File: src/rtl/spi_master_pkg.sv
package spi_master_pkg;
  localparam int unsigned REG_W = 32;

  localparam int unsigned OFF_CFG_A    = 'h00;
  localparam int unsigned OFF_CFG_B    = 'h04;
  localparam int unsigned OFF_STAT     = 'h08;
  localparam int unsigned OFF_DATA     = 'h0C;
  localparam int unsigned OFF_POLY     = 'h10;
  localparam int unsigned OFF_SUM_RX   = 'h14;
  localparam int unsigned OFF_SUM_TX   = 'h18;
  localparam int unsigned OFF_AUD_CFG  = 'h1C;
  localparam int unsigned OFF_AUD_DIV  = 'h20;

  localparam logic [REG_W-1:0] RST_DATA    = 32'h0000_000C;
  localparam logic [REG_W-1:0] RST_POLY    = 32'h0000_0007;
  localparam logic [REG_W-1:0] RST_AUD_DIV = 32'h0000_0002;

  localparam int unsigned EN_BIT  = 6;
  localparam int unsigned MST_BIT = 2;
endpackage

File: src/rtl/spi_master_shift.sv
module spi_master_shift #(
  parameter int unsigned FRAME_W = 8,
  parameter int unsigned CLK_DIV = 4
) (
  input  logic               clk_i,
  input  logic               rst_ni,
  input  logic               start_i,
  input  logic [FRAME_W-1:0] tx_byte_i,
  output logic               busy_o,
  output logic               done_o,
  output logic [FRAME_W-1:0] rx_byte_o,
  output logic               sck_o,
  output logic               mosi_o,
  input  logic               miso_i
);
  localparam int unsigned HALF = CLK_DIV / 2;
  localparam int unsigned CW   = (HALF > 1) ? $clog2(HALF) : 1;
  localparam int unsigned BW   = (FRAME_W > 1) ? $clog2(FRAME_W) : 1;

  logic               busy_q, sck_q;
  logic [CW-1:0]      div_q;
  logic [BW-1:0]      bit_q;
  logic [FRAME_W-1:0] tx_sh_q, rx_sh_q;
  logic               tick, last;

  assign tick   = div_q == CW'(HALF - 1);
  assign last   = bit_q == BW'(FRAME_W - 1);
  assign done_o = busy_q & tick & sck_q & last;

  always_ff @(posedge clk_i or negedge rst_ni) begin
    if (!rst_ni) begin
      busy_q  <= 1'b0;
      sck_q   <= 1'b0;
      div_q   <= '0;
      bit_q   <= '0;
      tx_sh_q <= '0;
      rx_sh_q <= '0;
    end else if (start_i && !busy_q) begin
      busy_q  <= 1'b1;
      sck_q   <= 1'b0;
      div_q   <= '0;
      bit_q   <= '0;
      tx_sh_q <= tx_byte_i;
    end else if (busy_q) begin
      if (tick) begin
        div_q <= '0;
        if (!sck_q) begin
          sck_q   <= 1'b1;
          rx_sh_q <= {rx_sh_q[FRAME_W-2:0], miso_i};
        end else begin
          sck_q <= 1'b0;
          if (last) busy_q <= 1'b0;
          else begin
            bit_q   <= bit_q + 1'b1;
            tx_sh_q <= {tx_sh_q[FRAME_W-2:0], 1'b0};
          end
        end
      end else begin
        div_q <= div_q + 1'b1;
      end
    end
  end

  assign busy_o    = busy_q;
  assign sck_o     = sck_q;
  assign mosi_o    = busy_q & tx_sh_q[FRAME_W-1];
  assign rx_byte_o = rx_sh_q;

  AST_SCK_IDLE_LOW: assert property (@(posedge clk_i) disable iff (!rst_ni)
    !busy_q |-> !sck_q);
  AST_DONE_ENDS_RUN: assert property (@(posedge clk_i) disable iff (!rst_ni)
    done_o |=> !busy_q);
  AST_MOSI_HOLD_HIGH: assert property (@(posedge clk_i) disable iff (!rst_ni)
    (busy_q && sck_q && $past(sck_q)) |-> $stable(mosi_o));
endmodule

File: src/rtl/spi_master_regs.sv
module spi_master_regs
  import spi_master_pkg::*;
#(
  parameter int unsigned ADDR_W  = 10,
  parameter int unsigned FRAME_W = 8
) (
  input  logic               clk_i,
  input  logic               rst_ni,
  input  logic               req_i,
  input  logic               we_i,
  input  logic [ADDR_W-1:0]  addr_i,
  input  logic [REG_W-1:0]   wdata_i,
  output logic [REG_W-1:0]   rdata_o,
  input  logic               eng_busy_i,
  input  logic               done_i,
  input  logic [FRAME_W-1:0] rx_byte_i,
  output logic               start_o,
  output logic [FRAME_W-1:0] tx_byte_o,
  output logic               en_o
);
  logic [REG_W-1:0]   cfg_a_q, cfg_b_q;
  logic [FRAME_W-1:0] tx_buf_q, rx_buf_q;
  logic               tx_full_q, rxne_q;
  logic               bsy, txe, wr, rd, hit_data;

  assign wr       = req_i & we_i;
  assign rd       = req_i & ~we_i;
  assign hit_data = addr_i == ADDR_W'(OFF_DATA);
  assign en_o     = cfg_a_q[EN_BIT] & cfg_a_q[MST_BIT];
  assign bsy      = eng_busy_i | (tx_full_q & en_o);
  assign txe      = ~(tx_full_q | eng_busy_i);
  assign start_o  = tx_full_q & en_o & ~eng_busy_i;
  assign tx_byte_o = tx_buf_q;

  always_ff @(posedge clk_i or negedge rst_ni) begin
    if (!rst_ni) begin
      cfg_a_q   <= '0;
      cfg_b_q   <= '0;
      tx_buf_q  <= '0;
      tx_full_q <= 1'b0;
      rx_buf_q  <= FRAME_W'(RST_DATA);
      rxne_q    <= 1'b0;
    end else begin
      if (wr && addr_i == ADDR_W'(OFF_CFG_A)) cfg_a_q <= wdata_i;
      if (wr && addr_i == ADDR_W'(OFF_CFG_B)) cfg_b_q <= wdata_i;
      if (wr && hit_data && !bsy) begin
        tx_buf_q  <= wdata_i[FRAME_W-1:0];
        tx_full_q <= 1'b1;
      end else if (start_o) begin
        tx_full_q <= 1'b0;
      end
      if (done_i) begin
        rx_buf_q <= rx_byte_i;
        rxne_q   <= 1'b1;
      end else if (rd && hit_data) begin
        rxne_q <= 1'b0;
      end
    end
  end

  always_comb begin
    rdata_o = '0;
    if (addr_i == ADDR_W'(OFF_CFG_A))        rdata_o = cfg_a_q;
    else if (addr_i == ADDR_W'(OFF_CFG_B))   rdata_o = cfg_b_q;
    else if (addr_i == ADDR_W'(OFF_STAT))    rdata_o = REG_W'({bsy, 3'b000, 1'b1, 1'b0, txe, rxne_q});
    else if (hit_data)                       rdata_o = REG_W'(rx_buf_q);
    else if (addr_i == ADDR_W'(OFF_POLY))    rdata_o = RST_POLY;
    else if (addr_i == ADDR_W'(OFF_AUD_DIV)) rdata_o = RST_AUD_DIV;
  end

  AST_RXNE_ON_DONE: assert property (@(posedge clk_i) disable iff (!rst_ni)
    done_i |=> rxne_q);
  AST_READ_CLEARS_RXNE: assert property (@(posedge clk_i) disable iff (!rst_ni)
    (rd && hit_data && !done_i) |=> !rxne_q);
  AST_BUSY_WRITE_DROPPED: assert property (@(posedge clk_i) disable iff (!rst_ni)
    (wr && hit_data && bsy) |=> $stable(tx_buf_q));
endmodule

File: src/rtl/spi_master_ctrl.sv
module spi_master_ctrl
  import spi_master_pkg::*;
#(
  parameter int unsigned ADDR_W  = 10,
  parameter int unsigned FRAME_W = 8,
  parameter int unsigned CLK_DIV = 4
) (
  input  logic              clk_i,
  input  logic              rst_ni,
  input  logic              req_i,
  input  logic              we_i,
  input  logic [ADDR_W-1:0] addr_i,
  input  logic [31:0]       wdata_i,
  output logic [31:0]       rdata_o,
  output logic              sck_o,
  output logic              mosi_o,
  input  logic              miso_i
);
  logic               start, eng_busy, done, en;
  logic [FRAME_W-1:0] tx_byte, rx_byte;

  spi_master_regs #(.ADDR_W(ADDR_W), .FRAME_W(FRAME_W)) u_regs (
    .clk_i, .rst_ni, .req_i, .we_i, .addr_i, .wdata_i, .rdata_o,
    .eng_busy_i(eng_busy), .done_i(done), .rx_byte_i(rx_byte),
    .start_o(start), .tx_byte_o(tx_byte), .en_o(en)
  );

  spi_master_shift #(.FRAME_W(FRAME_W), .CLK_DIV(CLK_DIV)) u_shift (
    .clk_i, .rst_ni, .start_i(start), .tx_byte_i(tx_byte),
    .busy_o(eng_busy), .done_o(done), .rx_byte_o(rx_byte),
    .sck_o, .mosi_o, .miso_i
  );

  AST_RUN_NEEDS_ENABLE: assert property (@(posedge clk_i) disable iff (!rst_ni)
    $rose(eng_busy) |-> $past(en));
endmodule

File: config.mk
export PLATFORM = sky130hd
export DESIGN_NAME = spi_master_ctrl
export DESIGN_NICKNAME = d
export VERILOG_FILES = /design/src/rtl/spi_master_pkg.sv /design/src/rtl/spi_master_shift.sv /design/src/rtl/spi_master_regs.sv /design/src/rtl/spi_master_ctrl.sv
export SDC_FILE = /design/constraint.sdc
export NUM_CORES = 1
export LEC_CHECK = 0
export BUFFER_PORTS_ARGS = -buffer_cell sky130_fd_sc_hd__clkbuf_2
export CAP_MARGIN = 30
export CORE_AREA = 2 2 129 131
export DETAILED_ROUTE_END_ITERATION = 16
export DIE_AREA = 0 0 131 133
export HOLD_SLACK_MARGIN = 0.05
export PLACE_DENSITY = 0.48
export SLEW_MARGIN = 0
export SYNTH_ARGS = -nofsm -noshare
export SYNTH_HDL_FRONTEND = slang
export SYNTH_HIERARCHICAL = 1
export SYNTH_SLANG_ARGS = --single-unit
File: constraint.sdc
create_clock -name clk_i -period 3.62 [get_ports clk_i]
set_input_delay 0.724 -clock clk_i [delete_from_list [all_inputs] [get_ports clk_i]]
set_output_delay 0.724 -clock clk_i [all_outputs]
set_load 0.02 [all_outputs]
# Yosys cells after proc, flatten, opt, wreduce, memory -nomap -nowiden
# Index checks and enable logic that the tools add are counted.
# word_totals
ff_bits	104
inputBits	47
# op_classes
n_eq_ne	7
n_bitwise	16
muxes	32
n_reduce_logical	17
addsub	2
# ops
cell	n
$mux W32	5
$mux W8	5
$eq A10 B4 Y1 const B	2
$mux W1	16
$mux W3	5
$eq A10 B3 Y1 const B	1
$eq A10 B5 Y1 const B	1
$eq A10 B6 Y1 const B	1
$logic_not A10 Y1	1
$reduce_bool A2 Y1	5
$and A1 B1 Y1	9
$reduce_and A4 Y1	2
$logic_and A1 B1 Y1	6
$not A1 Y1	5
$add A3 B1 Y3 const B	1
$eq A3 B3 Y1 const B	1
$logic_not A1 Y1	2
$mux W2	1
$ne A2 B2 Y1 const B	1
$or A1 B1 Y1	2
$reduce_and A2 Y1	1
$add A1 B1 Y1 const B	1

# Longest topological paths before layout
# Gate-level depths: netlist of the first run.
# logic_depth
ltp_word	7
depth_mapped	7
depth_no_buf	6

# Cells and area by module
# The synthesis of the first run kept the hierarchy.
# by_module_without_submodules
module	area_per_inst_um2	cells_per_inst	seq_area_each_um2	instances
spi_master_regs	3677.3	264	2054.5	1
spi_master_shift	1044.8	71	550.5	1

# Least setup slack after synthesis of the first run
# OpenSTA, ideal clock, no wires.
# synth_timing
path_kind	input port to output port
from	input port addr_i[9]
to	output port rdata_o[14]
path_buffers	1
t_required_ns	2.896
stages	5
arrival_time_ns	2.175
setup_slack_ns	0.721
path_cell_list	nor4_2 > nand2_1 > nor3_2 > buf_2 > a22o_1
# synth_between
elab_chain_cells	5
elab_cells_between_ends	8
cone_classes	eq/ne: 3; mux: 4; reduce/logical: 1
# synth_rtl
item	line	text
start, declared	spi_master_ctrl.sv:12	input logic [ADDR_W-1:0] addr_i,
$eq A10 B4 Y1	spi_master_regs.sv:28	assign hit_data = addr_i == ADDR_W'(OFF_DATA);
$mux W32	spi_master_regs.sv:66	else if (hit_data) rdata_o = REG_W'(rx_buf_q);
$mux W32	spi_master_regs.sv:65	else if (addr_i == ADDR_W'(OFF_STAT)) rdata_o = REG_W'({bsy, 3'b000, 1'b1, 1'b0, txe, rxne_q});
$mux W32	spi_master_regs.sv:64	else if (addr_i == ADDR_W'(OFF_CFG_B)) rdata_o = cfg_b_q;
$mux W32 *	spi_master_regs.sv:63	if (addr_i == ADDR_W'(OFF_CFG_A)) rdata_o = cfg_a_q;
end, declared	spi_master_ctrl.sv:14	output logic [31:0] rdata_o,
# Mark *: on every way between the ends. The rest lies on a longest branch, timed or not.

# Worst setup path after layout of the first run
# layout_timing
from	input port addr_i[9]
to	output port rdata_o[6]
# The elaborated chain is that of the path after synthesis.

==> results of run 1 <==
layer usage:
layer / wire length (um) / vias to the layer above
li1: - / 1401
met1: 4960 / 1504
met2: 5040 / 58
met3: 451 / 11
met4: 178 / 0
met5: 0 / -
flip-flops by register name (all words and copies together), names as in the netlist:
signal,count
u_regs/rxne_q,1
u_regs/rx_buf_q,8
u_regs/tx_byte_o,8
u_shift/sck_o,1
u_shift/busy_o,1
u_regs/tx_full_q,1
u_shift/tx_sh_q,8
u_shift/bit_q,3
u_regs/cfg_b_q,32
u_shift/div_q,1
u_regs/cfg_a_q,32
u_shift/rx_byte_o,8
power by group through the flow:
stage	registers (W)	logic, W	clock network (W)
2_1_floorplan	0.00119	0.0000233	0
3_3_place_gp	0.00120	0.0000904	0
3_5_place_dp	0.00120	0.0000922	0
4_1_cts	0.00117	0.0000922	0.00103
5_1_grt	0.00117	0.000102	0.00108
6_report	0.00117	0.0000892	0.000986
cells by family (layout without fill, tap and decap cells):
logic type,Yosys count,count (layout)
AND/OR/NAND/NOR,57,57
adder cells (fa/ha/maj),2,2
buffers and inverters,19,106
flip-flops,104,104
AO/OA/AOI/OAI,44,44
XOR/XNOR,2,2
multiplexers,107,107
worst max-delay path: stages:
cell and delay [ps]:
clkbuf_2 90, nor4_2 520, nand2_1 320, nor2_2 160, buf_4 330, a221o_1 240
clkbuf_2 180
cells in the final DEF (no fill, tap or decap), types with 2 or more instances in the layout:
| cell type | count |
|---|---|
| nand2_1 | 10 |
| nor4_4 | 2 |
| nor3_1 | 2 |
| dfrtp_1 | 102 |
| nor2_1 | 12 |
| nand2b_1 | 3 |
| and3_1 | 3 |
| a22o_1 | 25 |
| ha_1 | 2 |
| mux2i_1 | 4 |
| a221o_1 | 2 |
| dfstp_2 | 2 |
| clkbuf_1 | 3 |
| nand3_1 | 2 |
| mux2_4 | 12 |
| xor2_1 | 2 |
| and2_1 | 4 |
| nor3_4 | 2 |
| clkbuf_16 | 9 |
| mux2_1 | 2 |
| buf_4 | 9 |
| nand3b_1 | 3 |
| o21ai_0 | 6 |
| a21oi_1 | 3 |
| mux2_2 | 89 |
| clkbuf_8 | 2 |
| nor2b_1 | 2 |
| clkbuf_2 | 79 |
final cells by class:
type,instances,area (um2)
Sequential cell,104,2610
Tap cell,220,275
Multi-Input combinational cell,212,2030
Inverter,1,3.75
Clock inverter,2,37.5
Clock buffer,14,264
Timing Repair Buffer,89,483
Fill cell,1603,10500
cells in the mapped netlist (2+ instances only):
cell type	number	area [um2]
nor2_1	13	48.8
and3_1	3	18.8
nand3b_1	3	22.5
a21oi_1	3	15.0
clkbuf_1	5	18.8
xor2_1	2	17.5
mux2_4	12	180
nor3_1	2	10.0
ha_1	2	25.0
a221o_1	2	20.0
nand2b_1	3	18.8
nor4_4	2	42.5
a22o_1	25	219
mux2_1	2	22.5
buf_4	3	22.5
dfstp_2	2	52.6
o21ai_0	6	30.0
nand3_1	2	10.0
buf_6	2	22.5
buf_2	7	35.0
nand2_1	10	37.5
nor3_2	2	20.0
mux2i_1	4	40.0
and2_1	4	25.0
nor2b_1	2	12.5
mux2_2	89	1000
dfrtp_1	102	2550
how the worst max path moves through the flow:
stage                    from  depth (start not counted)  slack (ps)     endpoint
floorplan           addr_i[9]                          5         720  rdata_o[14]
global placement    addr_i[9]                          7         410   rdata_o[6]
detailed placement  addr_i[9]                          7         340   rdata_o[6]
CTS                 addr_i[9]                          7         330   rdata_o[6]
global route        addr_i[9]                          7         230   rdata_o[6]
finish              addr_i[9]                          7         330   rdata_o[6]
metrics by stage:
step / instances / util
2_1_floorplan: 335 / -
3_3_place_gp: 626 / 0.334
3_5_place_dp: 626 / 0.334
4_1_cts: 642 / 0.352
5_1_grt: 642 / 0.352
6_report: 642 / 0.352
==> out/metrics.csv, run 1 <==
metric;value;unit
synth_top_family_by_area;multiplexers;
endpoint_kind;output port;
slew_headroom;0.423;
switching_power;0.000471;W
synthDistinctLibCells;48;
gr-usage-met2;0.201;
max_cap_viol_count;0;
power_frac_seq;0.522;
synth_edf_count;0;
drv_slew;0;
core;16200;um2
drtIter0Drc;138;
viasPerCell;4.63;
grt_pass1_vias;3191;
fp.dieH;133;um
dieArea;17400;um2
grt_setup_unrepaired;false;
grt_pass1_wl;17300;um
vdd_drop_max;0.235;mV
synth_xor_area_frac;0.00371;
cts_sinks;104;
reg2reg_slack;1690;ps
grt_most_used_layer;met2;
clkLatencyLatePin;340;ps
critPathLaunchType;input port;
worstPathRequired;2900;ps
num_io_pins;81;
cts_tree;done;
h-tree-depth;3;
syn-num-nets;384;
drive_gt1_frac;0.514;
worst_slack;330;ps
fin_hold_ws;479;ps
finalCritPeriodShare;0.909;
preCtsSetupSlack;336;ps
ys_seq_area_frac;0.552;
synth_fa_ha_area_frac;0.00530;
placed_area;5400;um2
synth_compound_area_frac;0.0734;
synth_simple_gate_area_frac;0.0795;
wire_per_inst;16.5;um
drtPass1Iterations;4;
grt_use_met1;0.183;
syn_to_final_growth;20.7;%
clockBufferDepth;2;
fin_crit;3290;ps
hold_class;flop to flop;
fmax;304;MHz
critical_path_class;input port to output port;
p_leak;2.91;nW
min_to;u_shift/tx_sh_q[0]$_DFFE_PN0P_;
synth.avg_cell_area;14.1;um2
post_cts_buffers;0;
finalSetupViolCount;0;
antenna_left;0;
hold_buffers;0;
holdCritStartpoint;u_regs/tx_byte_o[0]$_DFFE_PN0P_;
postSynthCellCount;335;
synth_seq_cells;104;
swShare;0.210;
ys_warn_count;6;
root_buffer;clkbuf_16;
worstPathArrival;2570;ps
p_clk_frac;0.439;
skew;2.66;ps
drc;0;
combPwrFrac;0.040;
grt_max_degree;67;
groute.usage.overall;0.131;
powerDensity;395;nW/um2
crit_path_max_fanout;26;
p_int;0.00178;W
die_x;131;um
ys_async_sr_fraction;1.00;
ys.flop_type;dfrtp_1;
antenna_cells;0;
wirelength;10600;um
gp_congestion;0.746;
vias;2974;
dp_hpwl;7540;um
tightest_slew;865;ps
clk_pin_slew;70;ps
cts_resized;0;
status;finished clean;
holdPathStages;2;
start_util;0.292;
grt_use_met3;0.0247;
netlist_area;4720;um2
p_total;0.00225;W
fin_nets;466;
synthMuxAreaShare;0.264;
gr-total-overflow;0;
hold_viol_final;0;
num_rows;47;
rr_worst_depth;5;
r2r-start;u_shift/bit_q[0]$_DFFE_PN0P_;
cts_buffers;9;
antenna_found_initial;0;
r2r-end;u_shift/tx_sh_q[5]$_DFFE_PN0P_;
tns;0;ps
io_buffers;80;
design_area;5700;um2
Note: power is estimated with default switching activity, not from simulation.
==> run 2, diff against run 1 <==
Settings changed: CTS_BUF_LIST from default to sky130_fd_sc_hd__clkbuf_8 sky130_fd_sc_hd__clkbuf_16.
==> run 2 against run 1 <==
Sequential power about the same. Combinational power about the same. Critical path depth stayed put. Sequential cell count unchanged. Via count hardly changed. Largest power group unchanged.
==> out/metrics.csv, run 2 (synthesis gave the netlist of run 1 again) <==
metric;value;unit;change
crit_path_max_fanout;26;;unchanged
endpoint_kind;output port;;
post_cts_buffers;0;;unchanged
cts_sinks;104;;unchanged
design_area;5700;um2;unchanged
tightest_slew;868;ps;+3.38 ps
layout.cells.most_common;dfrtp_1;;
clkLatencyLatePin;340;ps;about the same
groute.usage.overall;0.131;;unchanged
combPwrFrac;0.040;;about the same
fin_hold_ws;479;ps;+0.0180 ps
power_frac_seq;0.524;;+0.002
p_clk_frac;0.436;;-0.003
status;finished clean;;
p_leak;2.93;nW;+0.43%
core;16200;um2;unchanged
worstPathArrival;2570;ps;about the same
p_int;0.00177;W;-0.48%
vias;2973;;-0.034%
drive_gt1_frac;0.514;;unchanged
max_cap_viol_count;0;;unchanged
antenna_left;0;;unchanged
fmax;304;MHz;about the same
syn_to_final_growth;20.7;%;unchanged
dp.cells;626;;unchanged
finalCritPeriodShare;0.909;;about the same
start_util;0.292;;unchanged
skew;2.70;ps;+0.0403 ps
critical_path_class;input port to output port;;
fin_nets;466;;unchanged
grt_pass1_wl;17300;um;unchanged
crit_chain;clkbuf_2 -> nor4_2 -> nand2_1 -> nor2_2 -> buf_4 -> a221o_1 -> clkbuf_2;;
tns;0;ps;unchanged
grt_max_degree;67;;unchanged
cts_buffers;9;;unchanged
hold_viol_final;0;;unchanged
drtIter0Drc;138;;unchanged
dp_hpwl;7540;um;unchanged
clockBufferDepth;2;;unchanged
holdPathStages;2;;unchanged
cpLargestDelayFamily;simple AND/OR/NAND/NOR gates;;
critical_path_buf_inv_count;3;;unchanged
dieArea;17400;um2;unchanged
worstSetupPathDepth;7;;unchanged
fp.dieH;133;um;unchanged
hold_buffers;0;;unchanged
layout_common_cells;102 x dfrtp_1, 89 x mux2_2, 79 x clkbuf_2, 25 x a22o_1;;
gr-total-overflow;0;;unchanged
grt_setup_unrepaired;false;;
root_buffer;clkbuf_16;;
drtPass1Iterations;4;;unchanged
cts_tree;done;;
worst_slack;329;ps;-1.05 ps
finalSetupViolCount;0;;unchanged
placed_area;5400;um2;unchanged
clk_pin_slew;70;ps;about the same
wirelength;10600;um;about the same
drv_slew;0;;unchanged
powerDensity;393;nW/um2;-0.38%
h-tree-depth;3;;unchanged
preCtsSetupSlack;336;ps;unchanged
slowest_stage;nor4_2;;
swShare;0.210;;+0.000815
num_io_pins;81;;unchanged
switching_power;0.000471;W;about the same
antenna_found_initial;0;;unchanged
cts_resized;0;;unchanged
wire_per_inst;16.6;um;about the same
rr_worst_depth;5;;unchanged
vdd_drop_max;0.235;mV;about the same
slew_headroom;0.421;;-0.00225
slowest_delay;520;ps;about the same
critPathLaunchType;input port;;
hold_class;flop to flop;;
layoutNonFillerInstCount;642;;unchanged
gp_congestion;0.746;;unchanged
grt_pass1_vias;3191;;unchanged
antenna_cells;0;;unchanged
io_buffers;80;;unchanged
die_x;131;um;unchanged
drc;0;;unchanged
critPathMostFrequentCell;clkbuf_2;;
fin_crit;3290;ps;+1.05 ps
worstPathRequired;2900;ps;about the same
num_rows;47;;unchanged
largestRegisters;u_regs/cfg_a_q (32), u_regs/cfg_b_q (32);;
fill_cells;1603;;unchanged
viasPerCell;4.63;;about the same
## run 2: cell types whose count changed in the layout (fill, tap and decap cells not counted)
cell	change
clkbuf_1	-3
inv_1	+3
## run 2: through the flow
step | power (W) | utilization
3_5_place_dp | 0.00129 | 0.334
5_1_grt | 0.00234 | 0.352
2_1_floorplan | 0.00122 | -
3_3_place_gp | 0.00129 | 0.334
4_1_cts | 0.00229 | 0.352
6_report | 0.00224 | 0.352
## run 2: per-layer routing
metal | wire (um) | GRT usage | vias up | share of wire
li1 | - | - | 1402 | -
met4 | 178 | 0.0532 | 0 | 0.017
met3 | 349 | 0.0247 | 11 | 0.033
met1 | 5060 | 0.183 | 1506 | 0.48
met2 | 5040 | 0.201 | 54 | 0.47
met5 | 0 | 0 | - | 0
## run 2: final cells by class
class | count | area (um2) | share of cell area
clock buffer | 11 | 253 | 0.0444
clock inverter | 5 | 48.8 | 0.00856
sequential | 104 | 2610 | 0.457
tap | 220 | 275 | 0.0483
multi-input combinational | 212 | 2030 | 0.356
inverter | 1 | 3.75 | 0.000659
timing repair buffer | 89 | 483 | 0.0848
## run 2: worst register-to-register path: stages, from the launching register on
cell,delay [ps]
dfrtp_1,390
ha_1,210
ha_1,200
nand4b_2,370
nand2_2,320
mux2_4,330
## run 2: power groups by stage
stage          Combinational [W]  Clock (W)  Sequential, W
2_1_floorplan          0.0000233          0        0.00119
3_3_place_gp           0.0000904          0        0.00120
3_5_place_dp           0.0000922          0        0.00120
4_1_cts                0.0000922    0.00102        0.00117
5_1_grt                 0.000102    0.00107        0.00117
6_report               0.0000893   0.000978        0.00117
## run 2: path summary, 6_finish.rpt
kind,start,endpoint,slack [ps]
max reg2reg,u_shift/bit_q[0]$_DFFE_PN0P_,u_shift/tx_sh_q[5]$_DFFE_PN0P_,1690
min reg2reg,u_regs/tx_byte_o[0]$_DFFE_PN0P_,u_shift/tx_sh_q[0]$_DFFE_PN0P_,480
max in group asynchronous,rst_ni,u_regs/cfg_b_q[26]$_DFFE_PN0P_,2410
min,u_regs/tx_byte_o[0]$_DFFE_PN0P_,u_shift/tx_sh_q[0]$_DFFE_PN0P_,480
min in group asynchronous,rst_ni,u_shift/rx_byte_o[2]$_DFFE_PN0P_,490
max,addr_i[9],rdata_o[6],330
==> run 3, diff against run 2 <==
Settings changed: PLACE_DENSITY 0.48 to 0.54.
==> run 3 against run 2 <==
Clock power is 4% higher. Utilization is 0.13 points higher. Fmax is 4.7% higher. Largest cell class unchanged. Largest power group unchanged. Highest routed layer unchanged.
==> out/metrics.csv, run 3 (synthesis gave the netlist of run 1 again) <==
metric;value;unit;change
multiInputGateArea;2030;um2;unchanged
max_cap_viol_count;0;;unchanged
crit_path_max_fanout;26;;unchanged
drc;0;;unchanged
critical_path_class;input port to output port;;
grt_setup_unrepaired;false;;
critPathLaunchType;input port;;
fmax;318;MHz;+4.7%
fp.dieH;133;um;unchanged
tightest_slew;788;ps;-80.0 ps
h-tree-depth;3;;unchanged
layout.cells.most_common;dfrtp_1;;
antenna_cells;0;;unchanged
powerDensity;400;nW/um2;+1.7%
status;finished clean;;
clk_pin_slew;70;ps;about the same
num_io_pins;81;;unchanged
dp.cells;624;;-0.32%
groute.usage.overall;0.126;;-0.00534
wire_per_inst;16.3;um;-1.5%
finalCritPeriodShare;0.868;;-0.0412
drv_slew;0;;unchanged
seq_area;2610;um2;unchanged
antenna_found_initial;0;;unchanged
grt_pass1_vias;3104;;-2.7%
hold_class;input port to asynchronous set/reset pin;;
placed_area;5410;um2;+0.19%
drive_gt1_frac;0.517;;+0.00245
viasPerCell;4.62;;-0.33%
layout_common_cells;102 x dfrtp_1, 89 x mux2_2, 79 x clkbuf_2, 25 x a22o_1;;
drtIter0Drc;136;;-1.4%
gp_congestion;0.789;;+5.8%
drtPass1Iterations;4;;unchanged
io_buffers;80;;unchanged
fill_cells;1593;;-0.62%
design_area;5720;um2;+0.37%
cts_buffers;9;;unchanged
largestRegisters;u_regs/cfg_a_q (32), u_regs/cfg_b_q (32);;
p_leak;2.92;nW;about the same
start_util;0.292;;unchanged
grt_pass1_wl;16700;um;-3.0%
cts_tree;done;;
cts_sinks;104;;unchanged
cts_resized;0;;unchanged
grt_max_degree;62;;-7.5%
hold_buffers;0;;unchanged
clockBufferDepth;2;;unchanged
dp_hpwl;7360;um;-2.5%
die_x;131;um;unchanged
hold_viol_final;0;;unchanged
dieArea;17400;um2;unchanged
skew;8.58;ps;+5.88 ps
slew_headroom;0.474;;+0.0534
layoutNonFillerInstCount;640;;-0.31%
fin_crit;3140;ps;-149 ps
fin_nets;464;;-0.43%
tns;0;ps;unchanged
worstPathArrival;2420;ps;-150 ps
core;16200;um2;unchanged
gr-total-overflow;0;;unchanged
finalSetupViolCount;0;;unchanged
wirelength;10400;um;-1.8%
reg2reg_slack;1760;ps;+70 ps
post_cts_buffers;0;;unchanged
worstPathRequired;2900;ps;about the same
clkLatencyLatePin;350;ps;about the same
syn_to_final_growth;21.1;%;
vias;2954;;-0.64%
root_buffer;clkbuf_16;;
vdd_drop_max;0.257;mV;+9.4%
antenna_left;0;;unchanged
num_rows;47;;unchanged
endpoint_kind;output port;;
fin_hold_ws;443;ps;-35.7 ps
==> run 3: changes by cell type in the layout (fill, tap and decap cells not counted), moves of 2 or more <==
cell	delta
buf_4	-4
buf_12	+2
inv_1	-2
clkinv_2	+3
clkbuf_8	-2
==> run 3: report_power, final <==
| part | switching (W) | internal (W) |
|---|---|---|
| sequential | 0.00000426 | 0.00117 |
| clock | 0.000423 | 0.000601 |
| combinational | 0.0000550 | 0.0000332 |
| total | 0.000482 | 0.00180 |
==> run 3: worst max-delay path, stage by stage <==
cell,delay [ps]
clkbuf_2,120
nor4_4,430
nand2_1,260
nor2_2,150
buf_4,330
a22o_1,220
clkbuf_2,170
==> run 3: path summary, 6_finish.rpt <==
path                                         startpoint                               to  cells past startpoint
min in group clk_i            u_regs/rxne_q$_DFFE_PN0P_        u_regs/rxne_q$_DFFE_PN0P_                      1
max reg2reg                u_shift/bit_q[0]$_DFFE_PN0P_   u_shift/tx_sh_q[4]$_DFFE_PN0P_                      5
min                                              rst_ni    u_regs/cfg_a_q[7]$_DFFE_PN0P_                      1
max                                           addr_i[1]                      rdata_o[18]                      7
max in group asynchronous                        rst_ni  u_regs/tx_byte_o[1]$_DFFE_PN0P_                      2
min reg2reg                   u_regs/rxne_q$_DFFE_PN0P_        u_regs/rxne_q$_DFFE_PN0P_                      1
==> run 3: final cells by class <==
cell class | instances | share of cell area
timing repair buffer | 87 | 0.0862
clock buffer | 9 | 0.0394
sequential | 104 | 0.455
tap | 220 | 0.0481
multi-input combinational | 212 | 0.355
inverter | 1 | 0.000656
clock inverter | 7 | 0.0153
==> run 3: metal layers <==
metal,track usage,share of wire
met5,0,0
met4,0.0485,0.021
met3,0.0291,0.037
met2,0.185,0.47
met1,0.179,0.47
==> run 3: through the flow <==
step	setup WS, ps	total power, W	utilization
3_3_place_gp	584	0.00128	0.334
3_5_place_dp	498	0.00129	0.334
4_1_cts	491	0.00233	0.354
5_1_grt	351	0.00238	0.354
2_1_floorplan	721	0.00122	-
6_report	478	0.00229	0.354
